**src/rtl/dslope_pkg.sv**
```systemverilog
package dslope_pkg;

    typedef enum logic [1:0] {
        SEL_GND = 2'b00,
        SEL_SIG = 2'b01,
        SEL_REF = 2'b10
    } sel_e;

    typedef enum logic [1:0] {
        PH_AZERO = 2'b00,
        PH_INTEG = 2'b01,
        PH_DEINT = 2'b10
    } phase_e;

endpackage

```
**src/rtl/dslope_edge_sync.sv**
```systemverilog
module dslope_edge_sync #(
    parameter int unsigned STAGES = 2
) (
    input  logic clk_i,
    input  logic rst_ni,
    input  logic async_i,
    output logic change_o
);
    localparam int unsigned DEPTH = STAGES + 1;

    logic [DEPTH-1:0] chain_q;
    logic [DEPTH-1:0] chain_d;

    always_comb begin
        chain_d = {chain_q[DEPTH-2:0], async_i};
    end

    always_ff @(posedge clk_i or negedge rst_ni) begin
        if (!rst_ni) chain_q <= '0;
        else         chain_q <= chain_d;
    end

    // Synchronized level compared with its previous sample
    assign change_o = chain_q[DEPTH-1] ^ chain_q[DEPTH-2];

endmodule

```
**src/rtl/dslope_ctl.sv**
```systemverilog
module dslope_ctl
    import dslope_pkg::*;
#(
    parameter int unsigned CNT_W = 8
) (
    input  logic             clk_i,
    input  logic             rst_ni,
    input  logic             start_i,
    input  logic             change_i,
    output sel_e             sel_o,
    output logic             az_o,
    output logic             eoc_o,
    output logic             ovr_o,
    output logic [CNT_W-1:0] result_o
);
    localparam logic [CNT_W-1:0] CNT_TOP = {CNT_W{1'b1}};

    typedef struct packed {
        phase_e           phase;
        logic [CNT_W-1:0] cnt;
        logic [CNT_W-1:0] res;
        logic             eoc;
        logic             ovr;
    } ctl_s;

    ctl_s ctl_d, ctl_q;

    always_comb begin
        ctl_d = ctl_q;
        unique case (ctl_q.phase)
            PH_AZERO: begin
                if (start_i) begin
                    ctl_d.phase = PH_INTEG;
                    ctl_d.cnt   = '0;
                    ctl_d.eoc   = 1'b0;
                    ctl_d.ovr   = 1'b0;
                end
            end
            PH_INTEG: begin
                ctl_d.cnt = ctl_q.cnt + 1'b1;
                if (ctl_q.cnt == CNT_TOP) ctl_d.phase = PH_DEINT;
            end
            PH_DEINT: begin
                if (change_i) begin
                    ctl_d.res   = ctl_q.cnt;
                    ctl_d.eoc   = 1'b1;
                    ctl_d.phase = PH_AZERO;
                end else if (ctl_q.cnt == CNT_TOP) begin
                    ctl_d.res   = CNT_TOP;
                    ctl_d.ovr   = 1'b1;
                    ctl_d.eoc   = 1'b1;
                    ctl_d.phase = PH_AZERO;
                end else begin
                    ctl_d.cnt = ctl_q.cnt + 1'b1;
                end
            end
            default: ctl_d.phase = PH_AZERO;
        endcase
    end

    always_ff @(posedge clk_i or negedge rst_ni) begin
        if (!rst_ni) begin
            ctl_q.phase <= PH_AZERO;
            ctl_q.cnt   <= '0;
            ctl_q.res   <= '0;
            ctl_q.eoc   <= 1'b0;
            ctl_q.ovr   <= 1'b0;
        end else begin
            ctl_q <= ctl_d;
        end
    end

    always_comb begin
        unique case (ctl_q.phase)
            PH_INTEG: sel_o = SEL_SIG;
            PH_DEINT: sel_o = SEL_REF;
            default:  sel_o = SEL_GND;
        endcase
    end

    assign az_o     = (ctl_q.phase == PH_AZERO);
    assign eoc_o    = ctl_q.eoc;
    assign ovr_o    = ctl_q.ovr;
    assign result_o = ctl_q.res;

endmodule

```
**src/rtl/dslope_adc_ctl.sv**
```systemverilog
module dslope_adc_ctl
    import dslope_pkg::*;
#(
    parameter int unsigned CNT_W     = 8,
    parameter int unsigned SYNC_STGS = 2
) (
    input  logic             clk_i,
    input  logic             rst_ni,
    input  logic             start_i,
    input  logic             cmp_i,
    output logic [1:0]       sel_o,
    output logic             az_o,
    output logic             eoc_o,
    output logic             ovr_o,
    output logic [CNT_W-1:0] result_o
);
    logic cmp_change;
    sel_e sel_int;

    dslope_edge_sync #(.STAGES(SYNC_STGS)) u_sync (
        .clk_i    (clk_i),
        .rst_ni   (rst_ni),
        .async_i  (cmp_i),
        .change_o (cmp_change)
    );

    dslope_ctl #(.CNT_W(CNT_W)) u_ctl (
        .clk_i    (clk_i),
        .rst_ni   (rst_ni),
        .start_i  (start_i),
        .change_i (cmp_change),
        .sel_o    (sel_int),
        .az_o     (az_o),
        .eoc_o    (eoc_o),
        .ovr_o    (ovr_o),
        .result_o (result_o)
    );

    assign sel_o = sel_int;

endmodule

```
**config.mk**
```make
export PLATFORM = sky130hd
export DESIGN_NAME = dslope_adc_ctl
export DESIGN_NICKNAME = d
export VERILOG_FILES = /design/src/rtl/dslope_pkg.sv /design/src/rtl/dslope_edge_sync.sv /design/src/rtl/dslope_ctl.sv /design/src/rtl/dslope_adc_ctl.sv
export SDC_FILE = /design/constraint.sdc
export NUM_CORES = 1
export LEC_CHECK = 0
export ABC_AREA = 1
export BUFFER_PORTS_ARGS = -buffer_cell sky130_fd_sc_hd__buf_2
export CORE_MARGIN = 2
export CORE_UTILIZATION = 40
export DETAILED_ROUTE_END_ITERATION = 10
export HOLD_SLACK_MARGIN = 0.15
export SYNTH_ARGS = -nofsm -noshare
export SYNTH_HDL_FRONTEND = slang
export SYNTH_SLANG_ARGS = --single-unit
```
**constraint.sdc**
```tcl
create_clock -name clk_i -period 2.01 [get_ports clk_i]
set_clock_uncertainty 0.2 [all_clocks]
set_input_delay 0.5025 -clock clk_i [delete_from_list [all_inputs] [get_ports clk_i]]
set_output_delay 0.5025 -clock clk_i [all_outputs]
set_load 0.01 [all_outputs]
```
# Yosys cells after proc, flatten, opt, wreduce, memory -nomap -nowiden
# Cells that the tools add are included.
[word_totals] regBits=23 input_bits=4 output_inout_bits=13 wordCells=40
[op_classes] addsub=1 n_eq_ne=9 n_mux=14 n_bitwise=1 reduce_logical=9
[op_table] op="8-bit case mux with 3 select lines" count=1
[op_table] op="10-bit two-way mux" count=2
[op_table] op="8-bit two-way mux" count=2
[op_table] op="9-bit two-way mux" count=1
[op_table] op="8-bit by 1-bit adder with 8-bit output, second input constant" count=1
[op_table] op="8-bit equality test, second input constant" count=1
[op_table] op="2-bit two-way mux" count=4
[op_table] op="2-bit case mux with 2 select lines" count=2
[op_table] op="4-bit AND reduction" count=2
[op_table] op="2-bit != test, second input constant" count=3
[op_table] op="2-bit case mux with 3 select lines" count=1
[op_table] op="3-bit AND reduction" count=2
[op_table] op="2-bit by 1-bit != test with 1-bit output, second input constant" count=2
[op_table] op="2-bit nonzero test" count=2
[op_table] op="3-bit by 2-bit != test with 1-bit output, second input constant" count=1
[op_table] op="3-bit nonzero test" count=1
[op_table] op="2-bit by 1-bit equality test with 1-bit output, second input constant" count=1
[op_table] op="2-bit equality test, second input constant" count=1
[op_table] op="2-bit logical NOT" count=1
[op_table] op="2-bit AND reduction" count=1
[op_table] op="1-bit two-way mux" count=1
[op_table] op="1-bit XOR" count=1

# Logic depth before layout (Yosys ltp)
# Gate-level depths: netlist of run 1.
[logic_depth] depth_word=4 mapped_depth=9 depth_no_buf=9

# Hierarchy
# Synthesis of run 1 repeated with hierarchy kept, for this count alone.
[unflattened] hier_cells=162 area_unflattened_um2=1325.0
[by_module_without_submodules] mod="dslope_ctl" n_inst=1 cells_per_inst=154 area_each_um2=1231.2 seq_area_each_um2=500.5
[by_module_without_submodules] mod="dslope_edge_sync" n_inst=1 cells_per_inst=8 area_each_um2=93.8 seq_area_each_um2=75.1

# Worst setup path before layout of run 1
# Ideal clock, no wire load.
[synth_timing] path_kind="register to register" startpoint="reg u_ctl.ctl_q[18] (netlist bit)" endpoint="reg u_ctl.ctl_q[15] (netlist bit)" setup_time_ns=0.128 t_arrival_ns=1.349 t_required_ns=1.682 path_slack_ns=0.333 stages_incl_launch_ff=9 n_path_buf=1 period_less_slack_ns=1.677 cell_sequence="dfrtp_1 > inv_1 > ha_1 > nor2_1 > a21oi_2 > nand3_2 > buf_6 > nand2_1 > o21ai_0"
[synth_between] elab_chain_cells=3 word_cells_on_any_way=9 classes_between="5 x eq/ne; 1 x mux; 3 x reduce/logical"
[synth_lines] item="start, declared" line="dslope_ctl.sv:26" rtl="ctl_s ctl_d, ctl_q;"
[synth_lines] item="start signal, assigned" line="dslope_ctl.sv:69" rtl="ctl_q <= ctl_d;"
[synth_lines] item="2-bit equality test (tied with other cells)" line="dslope_ctl.sv:30" rtl="unique case (ctl_q.phase)"
[synth_lines] item="2-bit != test (no line) or 3-bit nonzero test (tied branches)"
[synth_lines] item="4-bit AND reduction (no line)"
# Parallel ways exist; a longest one is shown, timed or not.
# A chain may end at the register's enable or synchronous reset.

# Final worst setup path of run 1
[layout_timing] startpoint="reg u_ctl.ctl_q[18] (netlist bit)" endpoint="out sel_o[0]"
[layout_between] elab_chain_cells=2 word_cells_on_any_way=3 classes_between="2 x eq/ne; 1 x mux"
[layout_lines] item="2-bit equality test or 2-bit by 1-bit equality test with 1-bit output (tied branches)" line="dslope_ctl.sv:74" rtl="unique case (ctl_q.phase)"
[layout_lines] item="2-bit case mux with 2 select lines (*)" line="dslope_ctl.sv:74"
[layout_lines] item="end, declared" line="dslope_adc_ctl.sv:11" rtl="output logic [1:0] sel_o,"
# Mark *: on every way between the ends. The rest lies on a longest branch, timed or not.

==> impl_metrics.json, run 1 <==
{
  "numClockSinks": 23,
  "netlist_instances": 152,
  "ant_nets": 0,
  "drt-total-wl_mm": 2.15,
  "peakVddDrop_mv": 0.348,
  "multi_input_area_sq_um": 489,
  "hold_violations": 0,
  "avgSynthCellArea_sq_um": 8.13,
  "synth_area_leaders": "dfrtp_1, nand2_1, inv_1, buf_4, nand3_1",
  "synth-seq-cells": 23,
  "synth_mux_area_share_pct": 0,
  "reg2reg_depth": 8,
  "ys.flop_type": "dfrtp_1",
  "drcViolationCount": 0,
  "clock_latency_ns": 0.30,
  "rrSetupSlack_ns": 0.22,
  "core_sq_mm": 0.00300,
  "crit_fanout": 4,
  "synth_xor_area_share_pct": 0.709,
  "drv_cap": 0,
  "arrival_ns": 1.23,
  "num_io_pins": 17,
  "root_buffer": "clkbuf_4",
  "critPathLaunchType": "flop",
  "grt_pass1_vias": 928,
  "synth-edff-count": 0,
  "portBuffers": 16,
  "grt_overflow": 0,
  "p_total_mw": 1.71,
  "grt_max_degree": 24,
  "cp-end-kind": "output port",
  "timing.hold.ws_ns": 0.168,
  "antenna_cells": 0,
  "outcome": "finished clean",
  "die_y_um": 59.6,
  "fmax_mhz": 518,
  "htree_levels": 1,
  "grtUsageTotal_pct": 13.9,
  "synthAdderAreaFrac_pct": 4.05,
  "power.leakage_nw": 0.708,
  "crit_required_ns": 1.31,
  "synth_fp_nets": 160,
  "drive_above_1_share_pct": 20.5,
  "worst_pin_slew_ns": 0.504,
  "fin_util_pct": 45.3,
  "yosysWarnings": 0,
  "fin_cells": 199,
  "netlist_area_sq_mm": 0.00124,
  "wl_per_cell_um": 10.8,
  "crit_path_start": "u_ctl.ctl_q[18]$_DFFE_PN0P_",
  "rows": 20,
  "cts_buffers": 3,
  "reg2reg_from": "u_ctl.ctl_q[19]$_DFFE_PN0P_",
  "via_count": 969,
  "post-route-period-util_pct": 96.0,
  "yosysMostFrequentCell": "nand2_1",
  "synth-simple-area-share_pct": 23.2,
  "dr.pass1.iters": 6,
  "gp_congestion": 0.793,
  "tns_ns": 0,
  "setup_viol": 0,
  "dpl.hpwl_mm": 1.65,
  "rsz0062_at_grt": "false",
  "p_per_area_mw_per_mm2": 1260,
  "start_util_pct": 41.2,
  "synth_top_family_by_area": "simple AND/OR/NAND/NOR gates",
  "antenna_found_initial": 0,
  "die_w_um": 59.6,
  "drv_slew": 0,
  "async_flop_share_pct": 100,
  "slew_headroom_pct": 66.4,
  "initialDrtViolationCount": 47,
  "die_area_sq_mm": 0.00355,
  "viasPerCell": 4.87,
  "synth_top_area_share_pct": 46.6,
  "hold_path.class": "flop to flop",
  "regArea_sq_um": 576,
  "synth.yosys.seq_area_share_pct": 46.6,
  "synthToLayoutAreaGrowth_pct": 10.0,
  "synth_common_cells": "nand2_1, inv_1, dfrtp_1, nand3_1, nor2_1",
  "clk_pin_slew_ns": 0.12,
  "crit_type": "flop to output port",
  "finalNetCount": 175,
  "grt_pass1_wl_mm": 3.89,
  "tritoncts": "done",
  "min_period_ns": 1.93,
  "yosysTopAreaCell": "dfrtp_1",
  "fillers": 300,
  "clk_path_buf_depth": 2,
  "endpoint": "sel_o[0]",
  "synth_compound_area_share_pct": 10.6,
  "dp.cells": 191,
  "synth_cell_types": 21,
  "r2r_end": "u_ctl.ctl_q[12]$_DFFE_PN0P_"
}
==> cells in the final DEF, fill, tap and decap left out <==
| master | count |
|---|---|
| clkbuf_1 | 1 |
| nand3_1 | 13 |
| ha_4 | 1 |
| clkbuf_4 | 3 |
| o21ai_1 | 1 |
| o21ai_0 | 6 |
| a22oi_1 | 5 |
| ha_1 | 3 |
| nand2_1 | 37 |
| buf_2 | 16 |
| inv_2 | 1 |
| inv_1 | 24 |
| dfrtp_1 | 23 |
| buf_4 | 3 |
| nor2_2 | 1 |
| a21oi_1 | 3 |
| o21ai_2 | 4 |
| dlygate4sd3_1 | 2 |
| nor2_1 | 11 |
| a21oi_2 | 1 |
| nand3_2 | 1 |
| or2_2 | 1 |
| xor2_1 | 1 |
| buf_6 | 1 |
| nand4_1 | 2 |
| nand2_2 | 1 |
==> sequential cells by signal, summed over array words and instances (netlist names) <==
| signal | count |
|---|---|
| u_ctl.ctl_q | 10 |
| u_ctl.result_o | 8 |
| u_sync.chain_q | 3 |
| u_ctl.eoc_o | 1 |
| u_ctl.ovr_o | 1 |
==> metrics by stage <==
stage	cell area, sq um	setup slack [ns]
2_1_floorplan	1240	0.333
4_1_cts	1330	0.00368
6_report	1360	0.0809
3_5_place_dp	1280	0.264
5_1_grt	1360	0.0212
3_3_place_gp	1280	0.324
==> critical path: stages, from the launching register on <==
cell and delay (ns):
dfrtp_1 0.42, buf_4 0.14, ha_1 0.22, buf_2 0.15
==> cell type report <==
class                      instances  share of cell area [%]
multi-input combinational         92                    36.0
clock buffer                       4                    1.93
inverter                          25                    6.90
tap                               33                    3.04
timing repair buffer              22                    9.84
sequential                        23                    42.3
==> layer usage <==
metal	GRT usage [%]	wire length [um]
met5	0	0
met4	3.17	13
met3	2.84	60
met2	23.4	1060
met1	18.4	1020
==> report_power, final <==
part / switching (mW) / total (mW) / internal, mW / leakage (nW)
combinational: 0.493 / 0.820 / 0.327 / 0.401
clock: 0.128 / 0.205 / 0.0772 / 0.0150
sequential: 0.0856 / 0.685 / 0.600 / 0.292
total: 0.707 / 1.71 / 1.00 / 0.708
==> worst min path at each step <==
stage	start	endpoint	slack, ns	cells past startpoint
global route	u_sync.chain_q[0]$_DFF_PN0_	u_sync.chain_q[1]$_DFF_PN0_	0.18	0
floorplan	rst_ni	u_ctl.ctl_q[10]$_DFFE_PN0P_	0.007	0
finish	u_sync.chain_q[0]$_DFF_PN0_	u_sync.chain_q[1]$_DFF_PN0_	0.17	0
detailed placement	u_sync.chain_q[0]$_DFF_PN0_	u_sync.chain_q[1]$_DFF_PN0_	0.15	0
CTS	u_sync.chain_q[0]$_DFF_PN0_	u_sync.chain_q[1]$_DFF_PN0_	0.18	0
global placement	u_sync.chain_q[0]$_DFF_PN0_	u_sync.chain_q[1]$_DFF_PN0_	0.14	0
==> what timing repair did <==
| action | CTS | global route |
|---|---|---|
| buffers inserted | 0 | 2 |
| setup endpoints to repair | 1 | 1 |
| hold buffers | 2 | 0 |
| cloned | 0 | 0 |
| hold endpoints to repair | 24 | 0 |
| resized for setup | 1 | 3 |
==> cell families (layout without fill, tap and decap cells) <==
logic type / after synthesis / count (layout)
AOI/OAI and AO/OA: 20 / 20
xor gates and xnor gates: 1 / 1
adders and majority gates: 4 / 4
buffers and inverters: 37 / 51
DFF: 23 / 23
and+or+nand+nor: 67 / 67
Note: power is estimated with default switching activity, not from simulation.
==> run 2: changes to the inputs <==
--- a/config.mk
+++ b/config.mk
@@ -7,10 +7,13 @@
 export LEC_CHECK = 0
 export ABC_AREA = 1
 export BUFFER_PORTS_ARGS = -buffer_cell sky130_fd_sc_hd__buf_2
+export CELL_PAD_IN_SITES_DETAIL_PLACEMENT = 1
+export CELL_PAD_IN_SITES_GLOBAL_PLACEMENT = 2
 export CORE_MARGIN = 2
-export CORE_UTILIZATION = 40
+export CORE_UTILIZATION = 33
 export DETAILED_ROUTE_END_ITERATION = 10
 export HOLD_SLACK_MARGIN = 0.15
+export PLACE_DENSITY_LB_ADDON = 0.1
 export SYNTH_ARGS = -nofsm -noshare
 export SYNTH_HDL_FRONTEND = slang
 export SYNTH_SLANG_ARGS = --single-unit
==> impl_metrics.json, run 2 (same netlist as run 1, synthesis figures left out) <==
{
  "setup_viol": 0,
  "start_util_pct": 34.0,
  "fmax_mhz": 516,
  "grt_max_degree": 24,
  "fin_util_pct": 38.0,
  "dr.pass1.iters": 4,
  "worst_pin_slew_ns": 0.526,
  "post-route-period-util_pct": 96.4,
  "final_common_cell": "nand2_1",
  "final_cell_mix": "nand2_1, inv_1, dfrtp_1",
  "drcViolationCount": 0,
  "dp.cells": 206,
  "die_y_um": 65.2,
  "drt-total-wl_mm": 2.69,
  "crit_type": "flop to output port",
  "outcome": "finished clean",
  "largest_register_ffs": 10,
  "htree_levels": 1,
  "grt_pass1_vias": 978,
  "clk_pin_slew_ns": 0.08,
  "power.leakage_nw": 0.713,
  "regMostFlops": "u_ctl.ctl_q",
  "crit_required_ns": 1.31,
  "rsz0062_at_grt": "false",
  "fillers": 473,
  "die_area_sq_mm": 0.00425,
  "tns_ns": 0,
  "critPathLaunchType": "flop",
  "slew_headroom_pct": 65.0,
  "hold_path_depth": 0,
  "core_sq_mm": 0.00363,
  "initialDrtViolationCount": 43,
  "ant_nets": 0,
  "rows": 22,
  "clock_latency_ns": 0.26,
  "drive_above_1_share_pct": 20.0,
  "cp-end-kind": "output port",
  "wl_per_cell_um": 12.6,
  "crit_fanout": 6,
  "drv_slew": 0,
  "fin_cells": 213,
  "hold_violations": 0,
  "grt_overflow": 0,
  "finalNetCount": 174,
  "cp_slowest_stage_delay_ns": 0.40,
  "clk_path_buf_depth": 2,
  "drv_cap": 0,
  "crit_chain": "inv_1 -> ha_2 -> buf_6 -> buf_2",
  "antenna_cells": 0,
  "die_w_um": 65.2,
  "via_count": 983,
  "numClockSinks": 23,
  "gp_congestion": 0.704,
  "min_period_ns": 1.94,
  "peakVddDrop_mv": 0.433,
  "hold_path.class": "flop to flop",
  "antenna_found_initial": 0,
  "viasPerCell": 4.62,
  "critPathSlowestCell": "dfrtp_1",
  "root_buffer": "clkbuf_8",
  "arrival_ns": 1.23,
  "grtUsageTotal_pct": 14.7,
  "tritoncts": "done",
  "reg2reg_depth": 7,
  "dpl.hpwl_mm": 2.06,
  "portBuffers": 16,
  "p_per_area_mw_per_mm2": 1300,
  "num_io_pins": 17,
  "synthToLayoutAreaGrowth_pct": 11.7,
  "cts_buffers": 3,
  "grt_pass1_wl_mm": 4.71
}
==> run 2: layout make-up <==
class / count / area [sq um] / area share (%)
Sequential cell: 23 / 576 / 41.7
Clock inverter: 1 / 5.00 / 0.362
Timing Repair Buffer: 21 / 126 / 9.15
Clock buffer: 3 / 41.3 / 2.99
Inverter: 25 / 93.8 / 6.79
Multi-Input combinational cell: 92 / 479 / 34.7
Tap cell: 48 / 60.1 / 4.35
==> run 2: routing by layer <==
metal / GRT usage, % / up-vias / part of all wire, %
met5: 0 / - / 0
met4: 3.91 / 0 / 0.82
met3: 3.60 / 2 / 3.0
met2: 23.0 / 14 / 45
met1: 20.3 / 474 / 51
li1: - / 493 / -
==> run 2: critical path: cells and delay by family, from the launching register on <==
kind	cells	cell delay, ns
buffers and inverters	3	0.35
adder cells (fa/ha/maj)	1	0.22
flip-flops	1	0.40
==> run 2: what timing repair did <==
action / in CTS / in global routing
setup endpoints to repair: 0 / 1
hold buffers: 2 / 0
gates resized for setup: 0 / 2
setup buffers: 0 / 1
endpoints found under the hold margin: 24 / 0
==> run 2: final timing paths <==
kind / from / slack, ns / end
setup / recovery: u_ctl.ctl_q[18]$_DFFE_PN0P_ / 0.07 / sel_o[1]
hold / removal: u_sync.chain_q[0]$_DFF_PN0_ / 0.16 / u_sync.chain_q[1]$_DFF_PN0_
setup reg to reg: u_ctl.ctl_q[18]$_DFFE_PN0P_ / 0.22 / u_ctl.ctl_q[17]$_DFFE_PN0P_
hold reg to reg: u_sync.chain_q[0]$_DFF_PN0_ / 0.16 / u_sync.chain_q[1]$_DFF_PN0_
max in group asynchronous: rst_ni / 0.71 / u_ctl.result_o[3]$_DFFE_PN0P_
min in group asynchronous: rst_ni / 0.55 / u_ctl.ctl_q[18]$_DFFE_PN0P_
==> run 2: power breakdown <==
| part | internal [mW] | leakage (nW) | switching (mW) |
|---|---|---|---|
| Clock | 0.138 | 0.0255 | 0.146 |
| Sequential | 0.601 | 0.292 | 0.0860 |
| Combinational | 0.315 | 0.395 | 0.512 |
| Total | 1.05 | 0.713 | 0.744 |
==> run 2: stage by stage <==
step / cell area (sq um) / power [mW] / hold slack, ns / setup slack, ns
floorplan: 1240 / 1.39 / 0.00691 / 0.333
global placement: 1300 / 1.48 / 0.139 / 0.269
detailed placement: 1300 / 1.52 / 0.142 / 0.194
CTS: 1370 / 1.82 / 0.159 / 0.00342
global route: 1380 / 1.99 / 0.188 / 0.00640
finish: 1380 / 1.80 / 0.156 / 0.0725
